`src/rtl/usb_in_ep_pkg.sv`:
```
package usb_in_ep_pkg;
    typedef enum logic [1:0] {
        TX_IDLE = 2'd0,
        TX_SEND = 2'd1,
        TX_WAIT = 2'd2
    } tx_state_e;
endpackage

```
`src/rtl/ep_bank_store.sv`:
```
module ep_bank_store #(
    parameter int DW    = 8,
    parameter int DEPTH = 64,
    parameter int AW    = $clog2(DEPTH)
) (
    input  logic          clk,
    input  logic          we,
    input  logic          wr_bank,
    input  logic [AW-1:0] wr_addr,
    input  logic [DW-1:0] wr_data,
    input  logic          rd_bank,
    input  logic [AW-1:0] rd_addr,
    output logic [DW-1:0] rd_data
);
    logic [DW-1:0] mem_q [2][DEPTH];

    always_ff @(posedge clk) begin
        if (we) mem_q[wr_bank][wr_addr] <= wr_data;
    end

    always_comb rd_data = mem_q[rd_bank][rd_addr];
endmodule

```
`src/rtl/ep_fill_ctrl.sv`:
```
module ep_fill_ctrl #(
    parameter int DEPTH = 64,
    parameter int CW    = $clog2(DEPTH + 1),
    parameter int AW    = $clog2(DEPTH)
) (
    input  logic                clk,
    input  logic                rst,
    input  logic                fw_wr_en,
    input  logic                fw_arm,
    input  logic                rel_en,
    input  logic                rel_bank,
    output logic                we,
    output logic                wr_bank,
    output logic [AW-1:0]       wr_addr,
    output logic [1:0]          rdy,
    output logic [1:0][CW-1:0]  cnt,
    output logic                arm_err
);
    localparam logic [CW-1:0] FULL_C = CW'(DEPTH);

    typedef struct packed {
        logic               fill;
        logic [CW-1:0]      widx;
        logic [1:0]         rdy;
        logic [1:0][CW-1:0] cnt;
        logic               err;
    } fill_st_t;

    fill_st_t st_d, st_q;

    always_comb begin
        st_d = st_q;
        we   = 1'b0;
        if (rel_en) st_d.rdy[rel_bank] = 1'b0;
        if (fw_arm) begin
            if (st_q.rdy[st_q.fill]) begin
                st_d.err = 1'b1;
            end else begin
                st_d.rdy[st_q.fill] = 1'b1;
                st_d.cnt[st_q.fill] = st_q.widx;
                st_d.widx           = '0;
                st_d.fill           = ~st_q.fill;
            end
        end else if (fw_wr_en && !st_q.rdy[st_q.fill] && (st_q.widx < FULL_C)) begin
            we        = 1'b1;
            st_d.widx = st_q.widx + CW'(1);
        end
    end

    always_ff @(posedge clk) begin
        if (rst) st_q <= '0;
        else     st_q <= st_d;
    end

    assign wr_bank = st_q.fill;
    assign wr_addr = st_q.widx[AW-1:0];
    assign rdy     = st_q.rdy;
    assign cnt     = st_q.cnt;
    assign arm_err = st_q.err;

    p_arm_moves_fill_r2: assert property (@(posedge clk) disable iff (rst)
        (fw_arm && !st_q.rdy[st_q.fill]) |=> (st_q.fill != $past(st_q.fill)));
    p_len_bound_r2: assert property (@(posedge clk) disable iff (rst)
        (st_q.cnt[0] <= FULL_C) && (st_q.cnt[1] <= FULL_C));
    p_rearm_err_r10: assert property (@(posedge clk) disable iff (rst)
        (fw_arm && st_q.rdy[st_q.fill]) |=> (arm_err && $stable(st_q.fill)));
endmodule

```
`src/rtl/ep_tx_ctrl.sv`:
```
module ep_tx_ctrl
    import usb_in_ep_pkg::*;
#(
    parameter int DEPTH = 64,
    parameter int CW    = $clog2(DEPTH + 1),
    parameter int AW    = $clog2(DEPTH)
) (
    input  logic               clk,
    input  logic               rst,
    input  logic               bus_in_tok,
    input  logic               bus_ack,
    input  logic               bus_tmo,
    input  logic               fw_clr_done,
    input  logic [1:0]         rdy,
    input  logic [1:0][CW-1:0] cnt,
    output logic               rd_bank,
    output logic [AW-1:0]      rd_addr,
    output logic               tx_valid,
    output logic               tx_eop,
    output logic               bus_nak,
    output logic               rel_en,
    output logic               rel_bank,
    output logic               tx_done
);
    typedef struct packed {
        tx_state_e     state;
        logic          snd;
        logic [CW-1:0] idx;
        logic [CW-1:0] len;
        logic          nak;
        logic          done;
    } tx_st_t;

    tx_st_t st_d, st_q;
    logic   at_end;

    always_comb begin
        st_d     = st_q;
        st_d.nak = 1'b0;
        rel_en   = 1'b0;
        at_end   = (st_q.idx == st_q.len);
        if (fw_clr_done) st_d.done = 1'b0;
        case (st_q.state)
            TX_IDLE: begin
                if (bus_in_tok) begin
                    if (rdy[st_q.snd]) begin
                        st_d.state = TX_SEND;
                        st_d.idx   = '0;
                        st_d.len   = cnt[st_q.snd];
                    end else begin
                        st_d.nak = 1'b1;
                    end
                end
            end
            TX_SEND: begin
                if (at_end) st_d.state = TX_WAIT;
                else        st_d.idx   = st_q.idx + CW'(1);
            end
            TX_WAIT: begin
                if (bus_ack) begin
                    rel_en     = 1'b1;
                    st_d.snd   = ~st_q.snd;
                    st_d.done  = 1'b1;
                    st_d.state = TX_IDLE;
                end else if (bus_tmo) begin
                    st_d.state = TX_IDLE;
                end
            end
            default: st_d.state = TX_IDLE;
        endcase
    end

    always_ff @(posedge clk) begin
        if (rst) st_q <= '0;
        else     st_q <= st_d;
    end

    assign tx_valid = (st_q.state == TX_SEND) && (st_q.idx != st_q.len);
    assign tx_eop   = (st_q.state == TX_SEND) && (st_q.idx == st_q.len);
    assign rd_bank  = st_q.snd;
    assign rd_addr  = st_q.idx[AW-1:0];
    assign rel_bank = st_q.snd;
    assign bus_nak  = st_q.nak;
    assign tx_done  = st_q.done;

    p_send_from_armed_r5: assert property (@(posedge clk) disable iff (rst)
        (st_q.state == TX_SEND) |-> rdy[st_q.snd]);
    p_nak_quiet_r6: assert property (@(posedge clk) disable iff (rst)
        (st_q.state == TX_IDLE && bus_in_tok && !rdy[st_q.snd]) |=> (bus_nak && !tx_valid && !tx_eop));
    p_ack_advances_r7: assert property (@(posedge clk) disable iff (rst)
        (st_q.state == TX_WAIT && bus_ack) |=> (tx_done && st_q.snd != $past(st_q.snd)));
    p_tmo_holds_r8: assert property (@(posedge clk) disable iff (rst)
        (st_q.state == TX_WAIT && bus_tmo && !bus_ack) |=> ($stable(st_q.snd) && rdy[st_q.snd]));
    p_clear_done_r9: assert property (@(posedge clk) disable iff (rst)
        (fw_clr_done && !(st_q.state == TX_WAIT && bus_ack)) |=> !tx_done);
endmodule

```
`src/rtl/usb_in_pingpong_ep.sv`:
```
module usb_in_pingpong_ep #(
    parameter int DW    = 8,
    parameter int DEPTH = 64
) (
    input  logic          clk,
    input  logic          rst,
    input  logic          fw_wr_en,
    input  logic [DW-1:0] fw_wr_data,
    input  logic          fw_arm,
    input  logic          fw_clr_done,
    input  logic          bus_in_tok,
    input  logic          bus_ack,
    input  logic          bus_tmo,
    output logic          tx_valid,
    output logic [DW-1:0] tx_data,
    output logic          tx_eop,
    output logic          bus_nak,
    output logic [1:0]    bank_rdy,
    output logic          tx_done,
    output logic          irq,
    output logic          arm_err
);
    localparam int CW = $clog2(DEPTH + 1);
    localparam int AW = $clog2(DEPTH);

    logic               we, wr_bank, rd_bank, rel_en, rel_bank;
    logic [AW-1:0]      wr_addr, rd_addr;
    logic [1:0]         rdy;
    logic [1:0][CW-1:0] cnt;

    ep_fill_ctrl #(.DEPTH(DEPTH), .CW(CW), .AW(AW)) u_fill (
        .clk(clk), .rst(rst), .fw_wr_en(fw_wr_en), .fw_arm(fw_arm),
        .rel_en(rel_en), .rel_bank(rel_bank), .we(we), .wr_bank(wr_bank),
        .wr_addr(wr_addr), .rdy(rdy), .cnt(cnt), .arm_err(arm_err)
    );

    ep_bank_store #(.DW(DW), .DEPTH(DEPTH), .AW(AW)) u_store (
        .clk(clk), .we(we), .wr_bank(wr_bank), .wr_addr(wr_addr),
        .wr_data(fw_wr_data), .rd_bank(rd_bank), .rd_addr(rd_addr),
        .rd_data(tx_data)
    );

    ep_tx_ctrl #(.DEPTH(DEPTH), .CW(CW), .AW(AW)) u_tx (
        .clk(clk), .rst(rst), .bus_in_tok(bus_in_tok), .bus_ack(bus_ack),
        .bus_tmo(bus_tmo), .fw_clr_done(fw_clr_done), .rdy(rdy), .cnt(cnt),
        .rd_bank(rd_bank), .rd_addr(rd_addr), .tx_valid(tx_valid),
        .tx_eop(tx_eop), .bus_nak(bus_nak), .rel_en(rel_en),
        .rel_bank(rel_bank), .tx_done(tx_done)
    );

    assign bank_rdy = rdy;
    assign irq      = tx_done;

    p_irq_follows_done_r7: assert property (@(posedge clk) disable iff (rst)
        irq == tx_done);
    p_one_strobe_r5: assert property (@(posedge clk) disable iff (rst)
        !(tx_valid && tx_eop));
endmodule

```
`config.mk`:
```
export PLATFORM = sky130hd
export DESIGN_NAME = usb_in_pingpong_ep
export DESIGN_NICKNAME = d
export VERILOG_FILES = /design/src/rtl/usb_in_ep_pkg.sv /design/src/rtl/ep_bank_store.sv /design/src/rtl/ep_fill_ctrl.sv /design/src/rtl/ep_tx_ctrl.sv /design/src/rtl/usb_in_pingpong_ep.sv
export SDC_FILE = /design/constraint.sdc
export NUM_CORES = 1
export LEC_CHECK = 0
export BUFFER_PORTS_ARGS = -buffer_cell sky130_fd_sc_hd__buf_2
export CAP_MARGIN = 10
export CORE_AREA = 10 10 216 372
export CTS_CLUSTER_DIAMETER = 80
export DETAILED_ROUTE_END_ITERATION = 12
export DIE_AREA = 0 0 226 382
export PLACE_DENSITY = 0.8
export SYNTH_ARGS = -nofsm -noshare
export SYNTH_HDL_FRONTEND = slang
export SYNTH_SLANG_ARGS = --single-unit
```
`constraint.sdc`:
```
create_clock -name clk -period 2.3 [get_ports clk]
set_clock_uncertainty 0.1 [all_clocks]
set_input_delay 0 -clock clk [delete_from_list [all_inputs] [get_ports clk]]
set_output_delay 0 -clock clk [all_outputs]
set_load 0.03 [all_outputs]
```
==> impl_results.html, run 1 <==
<table>
<tr><th>Metric</th><th>Value</th></tr>
<tr><th colspan="2">Final layout</th></tr>
<tr><td>Fraction of final layout cells sized beyond drive strength 1</td><td>0.349</td></tr>
<tr><td>End-of-flow core utilization</td><td>0.687</td></tr>
<tr><td>Area overhead of the layout relative to synthesis</td><td>21.0%</td></tr>
<tr><td>Area of the multi-input gates</td><td>10200 sq um</td></tr>
<tr><td>Sequential standard cell area</td><td>31700 sq um</td></tr>
<tr><td>Final net count</td><td>2621</td></tr>
<tr><td>Fill cells</td><td>4165</td></tr>
<tr><td>Count of inserted antenna diode cells</td><td>0</td></tr>
<tr><th colspan="2">Synth</th></tr>
<tr><td>Most frequent cell after synthesis</td><td>sky130_fd_sc_hd__edfxtp_1</td></tr>
<tr><td>Fraction of post-synthesis cell area in the top cell type by area</td><td>0.734</td></tr>
<tr><td>Post-Synthesis Net Count</td><td>2224</td></tr>
<tr><td>Cell type contributing the most total cell area after synthesis</td><td>sky130_fd_sc_hd__edfxtp_1</td></tr>
<tr><td>Adder and majority gate portion of the synthesized area</td><td>0.000597</td></tr>
<tr><td>Largest family of logic cells by synthesized area</td><td>multiplexers</td></tr>
<tr><td>Most instantiated flip-flop cell in the synthesis netlist</td><td>sky130_fd_sc_hd__edfxtp_1</td></tr>
<tr><td>Post-synthesis instance area</td><td>41900 sq um</td></tr>
<tr><td>Number of enable-type register cells in the synthesized netlist</td><td>1024</td></tr>
<tr><td>Number of library cell types mapped by synthesis</td><td>44</td></tr>
<tr><td>Average cell area after synthesis</td><td>19.0 sq um</td></tr>
<tr><td>Number of flip-flops and latches in the synthesized netlist</td><td>1069</td></tr>
<tr><td>Portion of the post-synthesis area used by sequential elements</td><td>0.755</td></tr>
<tr><td>Synth Area in Compound Gates</td><td>0.0359</td></tr>
<tr><td>Cell count after synthesis</td><td>2206</td></tr>
<tr><td>Mux contribution to synthesized area</td><td>0.151</td></tr>
<tr><td>Synth area leaders</td><td>sky130_fd_sc_hd__edfxtp_1, sky130_fd_sc_hd__mux4_2, sky130_fd_sc_hd__mux2i_1</td></tr>
<tr><td>Simple logic cell fraction of the synthesized area</td><td>0.0353</td></tr>
<tr><td>Cell types with the highest counts after synthesis</td><td>sky130_fd_sc_hd__edfxtp_1, sky130_fd_sc_hd__nor2_1, sky130_fd_sc_hd__mux2i_1, sky130_fd_sc_hd__mux4_2, sky130_fd_sc_hd__nand2_1</td></tr>
<tr><td>Post-synth ARST share</td><td>0</td></tr>
<tr><td>YS warnings</td><td>0</td></tr>
<tr><td>Synth Area in XOR/XNOR</td><td>0.00376</td></tr>
<tr><th colspan="2">STA</th></tr>
<tr><td>Max Freq</td><td>284 MHz</td></tr>
<tr><td>Setup-violating endpoint count in the final report</td><td>10</td></tr>
<tr><td>Smallest setup slack after layout</td><td>-1.22 ns</td></tr>
<tr><td>Setup repair after global routing missed its margin</td><td>true</td></tr>
<tr><td>Final hold violation count</td><td>0</td></tr>
<tr><td>Final min period</td><td>3.52 ns</td></tr>
<tr><td>Hold slack</td><td>0.202 ns</td></tr>
<tr><td>Normalized max-slew margin</td><td>0.391</td></tr>
<tr><td>Total Neg Setup Slack</td><td>-9.32 ns</td></tr>
<tr><td>Final worst-path cycle share</td><td>1.53</td></tr>
<tr><td>Final-report max-slew violation count</td><td>0</td></tr>
<tr><td>Slew at the pin closest to its max-slew limit</td><td>0.914 ns</td></tr>
<tr><th colspan="2">GRT</th></tr>
<tr><td>Antenna violations before repair</td><td>1</td></tr>
<tr><td>Total gr overflow</td><td>0</td></tr>
<tr><td>Global router's overall resource usage</td><td>0.254</td></tr>
<tr><td>Wire length of the first global-routing pass</td><td>160000 um</td></tr>
<tr><td>Largest net degree at the start of global routing</td><td>129</td></tr>
<tr><td>Via count of the first global-routing pass</td><td>24400</td></tr>
<tr><th colspan="2">Critical path</th></tr>
<tr><td>Required time at the endpoint of the critical path</td><td>2.20 ns</td></tr>
<tr><td>Maximum fanout count along the critical path</td><td>8</td></tr>
<tr><td>Internal reg-to-reg setup slack</td><td>0.03 ns</td></tr>
<tr><td>Arrival time of data at the critical path endpoint</td><td>3.42 ns</td></tr>
<tr><td>CP endpoint kind</td><td>primary output</td></tr>
<tr><td>Kind of start point of the critical path</td><td>register</td></tr>
<tr><td>Type of the worst setup path</td><td>register to primary output</td></tr>
<tr><th colspan="2">Status</th></tr>
<tr><td>Result of the run</td><td>finished, violations left</td></tr>
<tr><td>Violations in the final reports</td><td>setup timing</td></tr>
<tr><th colspan="2">CTS</th></tr>
<tr><td>Cell chosen for the clock root</td><td>sky130_fd_sc_hd__clkbuf_16</td></tr>
<tr><td>Clk slew on worst S/H paths</td><td>0.07 ns</td></tr>
<tr><td>CTS tree</td><td>yes</td></tr>
<tr><td>TritonCTS buffer count</td><td>86</td></tr>
<tr><td>Number of H-tree levels</td><td>3</td></tr>
<tr><td>Deepest clock path buffer count</td><td>3</td></tr>
<tr><td>CTS Sinks</td><td>1069</td></tr>
<tr><td>Skew-Pair Late Insertion Delay</td><td>0.69 ns</td></tr>
<tr><th colspan="2">Power</th></tr>
<tr><td>Leakage power total</td><td>15.9 nW</td></tr>
<tr><td>Maximum vdd ir drop</td><td>0.836 mV</td></tr>
<tr><td>Power density of the placed cells</td><td>752 nW/um^2</td></tr>
<tr><th colspan="2">Placement</th></tr>
<tr><td>HPWL after DPL</td><td>66800 um</td></tr>
<tr><td>Count of input and output buffers</td><td>31</td></tr>
<tr><td>Placer's final routability congestion estimate</td><td>0.935</td></tr>
<tr><th colspan="2">Worst hold path</th></tr>
<tr><td>Worst hold path type</td><td>input pin to register</td></tr>
<tr><th colspan="2">Floorplan</th></tr>
<tr><td>Overall die width</td><td>226 um</td></tr>
<tr><td>Total core area</td><td>73800 sq um</td></tr>
<tr><td>Die Y</td><td>382 um</td></tr>
<tr><td>Boundary Pins</td><td>32</td></tr>
<tr><td>Area of the die</td><td>86300 sq um</td></tr>
<tr><td>Starting density of the core</td><td>0.567</td></tr>
<tr><td>Row count</td><td>132</td></tr>
<tr><th colspan="2">Route</th></tr>
<tr><td>Count of nets left with antenna violations after detail routing</td><td>0</td></tr>
<tr><td>Post-route DRC</td><td>0</td></tr>
<tr><td>Initial DRC count</td><td>3002</td></tr>
<tr><td>Drt wl/cell</td><td>30.9 um</td></tr>
<tr><td>DRT Pass-1 Iters</td><td>6</td></tr>
<tr><td>DR vias</td><td>23800</td></tr>
<tr><td>Total wire length</td><td>112000 um</td></tr>
<tr><td>Number of vias per cell after detailed routing</td><td>6.59</td></tr>
<tr><th colspan="2">Run</th></tr>
<tr><td>Maximum Capacitance Violations</td><td>0</td></tr>
</table>
==> sequential cells by signal, summed over array words and instances (netlist names), 2 cells and up, named ones only <==
register / count
u_tx.rd_addr: 6
u_tx.st_q: 10
u_store.mem_q: 1024
u_fill.rdy: 2
u_fill.wr_addr: 6
==> routing by layer <==
layer | vias up | part of all wire | global-route usage | wire length, um
met5 | - | 0.00014 | 0 | 16
met4 | 2 | 0.067 | 0.149 | 7460
met3 | 399 | 0.081 | 0.0463 | 9070
met2 | 1557 | 0.53 | 0.443 | 58600
met1 | 12100 | 0.33 | 0.287 | 36400
li1 | 9682 | - | - | -
==> critical path, cell delays in order, from the launching register on <==
cell                       delay, ns
sky130_fd_sc_hd__dfxtp_4        0.42
sky130_fd_sc_hd__buf_12         0.18
sky130_fd_sc_hd__buf_12         0.16
sky130_fd_sc_hd__mux4_2         0.55
sky130_fd_sc_hd__mux2i_4        0.23
sky130_fd_sc_hd__nor2_1         0.08
sky130_fd_sc_hd__a211oi_1       0.27
sky130_fd_sc_hd__buf_4          0.20
sky130_fd_sc_hd__nor3_2         0.04
sky130_fd_sc_hd__o32a_1         0.42
sky130_fd_sc_hd__buf_6          0.17
==> logic make-up (layout without fill, tap and decap cells) <==
group                      Yosys count  in the layout
DFF                               1069           1069
muxes                              407            407
and+or+nand+nor                    350            350
AOI/OAI and AO/OA                  219            219
buffers and inverters              141            608
xor gates and xnor gates            18             18
adders and majority gates            2              2
==> timing repair <==
| item | 4_1_cts | 5_1_grt |
|---|---|---|
| resized for setup | 125 | 126 |
| endpoints found under the hold margin | 839 | 0 |
| pin swaps | 18 | 20 |
| setup endpoints to repair | 457 | 852 |
| setup buffers | 20 | 10 |
| gates cloned | 5 | 3 |
| hold buffers | 21 | 0 |
==> path summary, 6_finish.rpt <==
| path | endpoint | depth (start not counted) | from |
|---|---|---|---|
| worst min-delay path | u_store.mem_q[1][256] | 2 | fw_wr_data[0] |
| worst min register to register | register | 2 | register |
| worst max register to register | u_tx.st_q[15] | 10 | u_tx.rd_addr[1] |
| worst max-delay path | tx_data[7] | 10 | register |
==> placed cells by master (no fill, tap or decap), types with 9 or more instances in the layout <==
| cell type | synthesis | layout |
|---|---|---|
| sky130_fd_sc_hd__a21oi_1 | 49 | 38 |
| sky130_fd_sc_hd__nor3_1 | 19 | 14 |
| sky130_fd_sc_hd__clkinv_1 | 0 | 13 |
| sky130_fd_sc_hd__nor2_1 | 201 | 134 |
| sky130_fd_sc_hd__edfxtp_1 | 1024 | 1024 |
| sky130_fd_sc_hd__nand4_1 | 11 | 11 |
| sky130_fd_sc_hd__clkbuf_1 | 60 | 14 |
| sky130_fd_sc_hd__dlygate4sd3_1 | 0 | 21 |
| sky130_fd_sc_hd__mux4_2 | 176 | 176 |
| sky130_fd_sc_hd__buf_4 | 20 | 270 |
| sky130_fd_sc_hd__clkinv_2 | 0 | 13 |
| sky130_fd_sc_hd__a22oi_1 | 9 | 9 |
| sky130_fd_sc_hd__a211oi_1 | 56 | 33 |
| sky130_fd_sc_hd__o221ai_1 | 24 | 19 |
| sky130_fd_sc_hd__o211ai_1 | 9 | 9 |
| sky130_fd_sc_hd__bufinv_16 | 0 | 10 |
| sky130_fd_sc_hd__clkbuf_16 | 0 | 92 |
| sky130_fd_sc_hd__dfxtp_1 | 45 | 40 |
| sky130_fd_sc_hd__buf_2 | 28 | 13 |
| sky130_fd_sc_hd__nor2b_1 | 17 | 16 |
| sky130_fd_sc_hd__a211oi_2 | 0 | 23 |
| sky130_fd_sc_hd__a221oi_1 | 16 | 16 |
| sky130_fd_sc_hd__mux2i_2 | 0 | 13 |
| sky130_fd_sc_hd__buf_12 | 0 | 70 |
| sky130_fd_sc_hd__buf_6 | 15 | 53 |
| sky130_fd_sc_hd__mux2i_1 | 191 | 170 |
| sky130_fd_sc_hd__o21ai_1 | 6 | 10 |
| sky130_fd_sc_hd__o21ai_0 | 23 | 18 |
| sky130_fd_sc_hd__nand2_1 | 73 | 70 |
| sky130_fd_sc_hd__xor2_1 | 16 | 13 |
| sky130_fd_sc_hd__nor2_2 | 0 | 63 |
| sky130_fd_sc_hd__mux2_2 | 40 | 40 |
==> layout make-up <==
cell class	count	area share
clock inverter	55	0.0115
clock buffer	103	0.0450
multi-input combinational	996	0.202
tap	938	0.0231
inverter	5	0.000370
timing repair buffer	445	0.0934
sequential	1069	0.625
==> stage by stage <==
stage / power (mW) / std cells / cell area (sq um) / worst slack, ns
after floorplan: 22.3 / 2206 / 42000 / -0.104
after global placement: 23.1 / 3396 / 46100 / -0.668
after detailed placement: 23.1 / 3396 / 46100 / -0.653
after CTS: 38.1 / 3599 / 50000 / -1.13
after global routing: 39.0 / 3611 / 50700 / -1.32
final: 38.1 / 3611 / 50700 / -1.22
==> power by group <==
part           switching, mW  internal [mW]
sequential            0.0326           21.3
combinational          0.980          0.594
clock                   6.90           8.28
Note: power is estimated with default switching activity, not from simulation.
==> inputs of run 2 (changes only) <==
--- a/config.mk
+++ b/config.mk
@@ -6,12 +6,12 @@
 export NUM_CORES = 1
 export LEC_CHECK = 0
 export BUFFER_PORTS_ARGS = -buffer_cell sky130_fd_sc_hd__buf_2
-export CAP_MARGIN = 10
-export CORE_AREA = 10 10 216 372
+export CAP_MARGIN = 30
+export CORE_AREA = 10 10 206 355
 export CTS_CLUSTER_DIAMETER = 80
 export DETAILED_ROUTE_END_ITERATION = 12
-export DIE_AREA = 0 0 226 382
-export PLACE_DENSITY = 0.8
+export DIE_AREA = 0 0 216 365
+export PLACE_DENSITY = 0.84
 export SYNTH_ARGS = -nofsm -noshare
 export SYNTH_HDL_FRONTEND = slang
 export SYNTH_SLANG_ARGS = --single-unit
==> constraint.sdc (replaced) <==
create_clock -name clk -period 3.9 [get_ports clk]
set_clock_uncertainty 0.1 [all_clocks]
set_input_delay 0 -clock clk [delete_from_list [all_inputs] [get_ports clk]]
set_output_delay 0 -clock clk [all_outputs]
set_load 0.03 [all_outputs]
==> run 2 against run 1 <==
The flow now finishes without violations. Highest routed layer is now met4. Design area shrank 7.3%. Setup slack better by 1.3 ns. Via count down 5.4%. Sequential cell count unchanged. Sequential share of layout area rose by 4.9 points. Power is 42% lower. Clock power fell by 42%. Non-clock buffer count is 239 lower.
==> impl_results.html, run 2 (synthesis results as in run 1) <==
<table>
<tr><th>Metric</th><th>Value</th></tr>
<tr><th colspan="2">Floorplan</th></tr>
<tr><td>Area of the die</td><td>78800 sq um (-8.7%)</td></tr>
<tr><td>Row count</td><td>126 (-4.5%)</td></tr>
<tr><td>Die Y</td><td>365 um (-4.5%)</td></tr>
<tr><td>Starting density of the core</td><td>0.625 (+0.0578)</td></tr>
<tr><td>Boundary Pins</td><td>32 (unchanged)</td></tr>
<tr><td>Total core area</td><td>67000 sq um (-9.2%)</td></tr>
<tr><td>Overall die width</td><td>216 um (-4.4%)</td></tr>
<tr><th colspan="2">CTS</th></tr>
<tr><td>Skew-Pair Late Insertion Delay</td><td>0.63 ns (-0.06 ns)</td></tr>
<tr><td>Deepest clock path buffer count</td><td>3 (unchanged)</td></tr>
<tr><td>CTS tree</td><td>yes</td></tr>
<tr><td>TritonCTS buffer count</td><td>87 (+1.2%)</td></tr>
<tr><td>Clk slew on worst S/H paths</td><td>0.06 ns (about the same)</td></tr>
<tr><td>Cell chosen for the clock root</td><td>sky130_fd_sc_hd__clkbuf_16</td></tr>
<tr><td>Number of H-tree levels</td><td>3 (unchanged)</td></tr>
<tr><td>CTS Sinks</td><td>1069 (unchanged)</td></tr>
<tr><th colspan="2">Placement</th></tr>
<tr><td>Placed Instance Area</td><td>43700 sq um (-5.1%)</td></tr>
<tr><td>Pre-CTS worst setup slack</td><td>0.393 ns (+1.05 ns)</td></tr>
<tr><td>Count of input and output buffers</td><td>31 (unchanged)</td></tr>
<tr><td>Placer's final routability congestion estimate</td><td>0.928 (-0.70%)</td></tr>
<tr><td>Placed Cells incl. Taps</td><td>3142 (-7.5%)</td></tr>
<tr><td>HPWL after DPL</td><td>61400 um (-8.1%)</td></tr>
<tr><th colspan="2">Critical path</th></tr>
<tr><td>Required time at the endpoint of the critical path</td><td>3.80 ns (+1.60 ns)</td></tr>
<tr><td>Cell breakdown of the critical path</td><td>buf_16 &gt; nor2b_1 &gt; buf_4 &gt; a211oi_1 &gt; a21oi_1 &gt; o221ai_1 &gt; o32a_1 &gt; buf_2</td></tr>
<tr><td>CP endpoint kind</td><td>primary output</td></tr>
<tr><td>Kind of start point of the critical path</td><td>register</td></tr>
<tr><td>Type of the worst setup path</td><td>register to primary output</td></tr>
<tr><td>Arrival time of data at the critical path endpoint</td><td>3.73 ns (+0.31 ns)</td></tr>
<tr><td>WP buf/inv</td><td>3 (-1)</td></tr>
<tr><td>Kind of cell adding the most delay to the critical path</td><td>compound AO/OA/AOI/OAI gates</td></tr>
<tr><td>Delay of the slowest critical-path stage</td><td>0.66 ns (+0.11 ns)</td></tr>
<tr><td>CP max stage cell</td><td>sky130_fd_sc_hd__dfxtp_4</td></tr>
<tr><td>Maximum fanout count along the critical path</td><td>49 (+41)</td></tr>
<tr><td>Internal reg-to-reg setup slack</td><td>0.24 ns (+0.21 ns)</td></tr>
<tr><th colspan="2">Worst hold path</th></tr>
<tr><td>Worst hold path type</td><td>input pin to register</td></tr>
<tr><th colspan="2">Route</th></tr>
<tr><td>Count of nets left with antenna violations after detail routing</td><td>0 (unchanged)</td></tr>
<tr><td>Post-route DRC</td><td>0 (unchanged)</td></tr>
<tr><td>DR vias</td><td>22500 (-5.4%)</td></tr>
<tr><td>Initial DRC count</td><td>2975 (-0.90%)</td></tr>
<tr><td>DRT Pass-1 Iters</td><td>7 (+1)</td></tr>
<tr><td>Number of vias per cell after detailed routing</td><td>6.76 (+2.7%)</td></tr>
<tr><td>Total wire length</td><td>103000 um (-7.6%)</td></tr>
<tr><td>Drt wl/cell</td><td>31.0 um (+0.26%)</td></tr>
<tr><th colspan="2">STA</th></tr>
<tr><td>Setup-violating endpoint count in the final report</td><td>0 (-10)</td></tr>
<tr><td>Final min period</td><td>3.83 ns</td></tr>
<tr><td>Smallest setup slack after layout</td><td>0.0693 ns (+1.29 ns)</td></tr>
<tr><td>Hold slack</td><td>0.207 ns (+0.00580 ns)</td></tr>
<tr><td>Max Freq</td><td>261 MHz</td></tr>
<tr><td>Final worst-path cycle share</td><td>0.982</td></tr>
<tr><td>Total Neg Setup Slack</td><td>0 ns (+9.32 ns)</td></tr>
<tr><td>Slew at the pin closest to its max-slew limit</td><td>1.05 ns (+0.134 ns)</td></tr>
<tr><td>Normalized max-slew margin</td><td>0.300 (-0.0909)</td></tr>
<tr><td>Final-report max-slew violation count</td><td>0 (unchanged)</td></tr>
<tr><td>Final hold violation count</td><td>0 (unchanged)</td></tr>
<tr><th colspan="2">Power</th></tr>
<tr><td>Sequential share of power</td><td>0.568 (+0.008)</td></tr>
<tr><td>Power after layout</td><td>22.2 mW (-42%)</td></tr>
<tr><td>Switching share of power</td><td>0.201 (-0.00667)</td></tr>
<tr><td>Clock power frac</td><td>0.399 (about the same)</td></tr>
<tr><td>Power density of the placed cells</td><td>472 nW/um^2 (-37%)</td></tr>
<tr><td>Maximum vdd ir drop</td><td>0.364 mV (-56%)</td></tr>
<tr><td>Combinational fraction of design power</td><td>0.033 (-0.008)</td></tr>
<tr><td>Cell Int Power</td><td>17.7 mW (-41%)</td></tr>
<tr><td>Switching power of the nets</td><td>4.46 mW (-44%)</td></tr>
<tr><td>Leakage power total</td><td>14.2 nW (-10%)</td></tr>
<tr><th colspan="2">Final layout</th></tr>
<tr><td>Sequential standard cell area</td><td>31700 sq um (about the same)</td></tr>
<tr><td>End-of-flow core utilization</td><td>0.701 (+0.0145)</td></tr>
<tr><td>Register with the most flip-flops</td><td>u_store.mem_q</td></tr>
<tr><td>Area of the multi-input gates</td><td>9540 sq um (-6.9%)</td></tr>
<tr><td>Fill cells</td><td>3668 (-12%)</td></tr>
<tr><td>Post-route non-filler standard cell count</td><td>3328 (-7.8%)</td></tr>
<tr><td>Final instance area</td><td>47000 sq um (-7.3%)</td></tr>
<tr><td>Count of inserted antenna diode cells</td><td>0 (unchanged)</td></tr>
<tr><td>Fraction of final layout cells sized beyond drive strength 1</td><td>0.226 (-0.123)</td></tr>
<tr><td>Most used cells in the layout excluding fill and tap cells</td><td>sky130_fd_sc_hd__edfxtp_1, sky130_fd_sc_hd__nor2_1, sky130_fd_sc_hd__mux2i_1</td></tr>
<tr><td>Area overhead of the layout relative to synthesis</td><td>12.2%</td></tr>
<tr><td>Most common library cell in the layout ignoring fill and taps</td><td>sky130_fd_sc_hd__edfxtp_1</td></tr>
<tr><td>Leading registers by flop count</td><td>u_store.mem_q: 1024 flops, u_tx.st_q: 10 flops</td></tr>
<tr><td>Final net count</td><td>2383 (-9.1%)</td></tr>
<tr><td>Max FFs per register</td><td>1024 (unchanged)</td></tr>
<tr><th colspan="2">Run</th></tr>
<tr><td>Maximum Capacitance Violations</td><td>0 (unchanged)</td></tr>
<tr><th colspan="2">GRT</th></tr>
<tr><td>Global router's overall resource usage</td><td>0.260 (+0.00591)</td></tr>
<tr><td>Total gr overflow</td><td>0 (unchanged)</td></tr>
<tr><td>Wire length of the first global-routing pass</td><td>151000 um (-5.7%)</td></tr>
<tr><td>Largest net degree at the start of global routing</td><td>129 (unchanged)</td></tr>
<tr><td>Antenna violations before repair</td><td>0 (-1)</td></tr>
<tr><td>Via count of the first global-routing pass</td><td>23000 (-5.8%)</td></tr>
<tr><th colspan="2">Status</th></tr>
<tr><td>Result of the run</td><td>finished clean</td></tr>
</table>
run 2: changes by cell type in the layout (fill, tap and decap cells not counted), sizes merged:
cell	before	now
dlygate4sd3	21	19
bufbuf	2	0
clkinv	33	30
buf	419	185
bufinv	10	9
clkinvlp	7	4
clkbuf	106	110
run 2: layout make-up:
type | count | area share
clock buffers | 108 | 0.0502
clock inverters | 48 | 0.0103
inverters | 5 | 0.000399
multi-input cells | 996 | 0.203
flip-flops and latches | 1069 | 0.674
well taps | 896 | 0.0239
repair buffers | 206 | 0.0384
run 2: repair_timing:
item                       CTS  global route
cloned                       0             2
setup buffers                1             7
gates resized for setup      8             6
hold endpoints to repair   592             0
setup endpoints to repair    8             8
hold buffers                19             0
run 2: final timing paths:
kind | depth (start not counted) | endpoint | from
min reg2reg | 2 | register | register
max reg2reg | 5 | u_store.mem_q[1][508] | u_fill.wr_bank
min | 4 | u_fill.wr_bank | fw_arm
max | 8 | tx_data[0] | u_tx.rd_addr[0]
run 2: worst register-to-register path, cell delays in order, from the launching register on:
cell                      delay, ns
sky130_fd_sc_hd__dfxtp_1       0.61
sky130_fd_sc_hd__o21ai_0       0.30
sky130_fd_sc_hd__nor4b_1       0.53
sky130_fd_sc_hd__and2b_1       0.28
sky130_fd_sc_hd__nand2_1       0.58
sky130_fd_sc_hd__nor2_1        0.88
run 2: power groups by stage:
stage	Sequential, mW	Combinational [mW]	Clock [mW]
after floorplan	12.8	0.330	0
after global placement	12.9	0.653	0
after detailed placement	12.9	0.677	0
after CTS	12.6	0.704	8.89
after global routing	12.6	0.759	9.32
final	12.6	0.724	8.84
run 2: per-layer routing:
layer  GRT usage  vias up  routed length, um
li1            -     9188                  -
met1       0.291    11400              32800
met2       0.456     1538              54300
met3      0.0418      377               8240
met4       0.172        0               7740
met5           0        -                  0
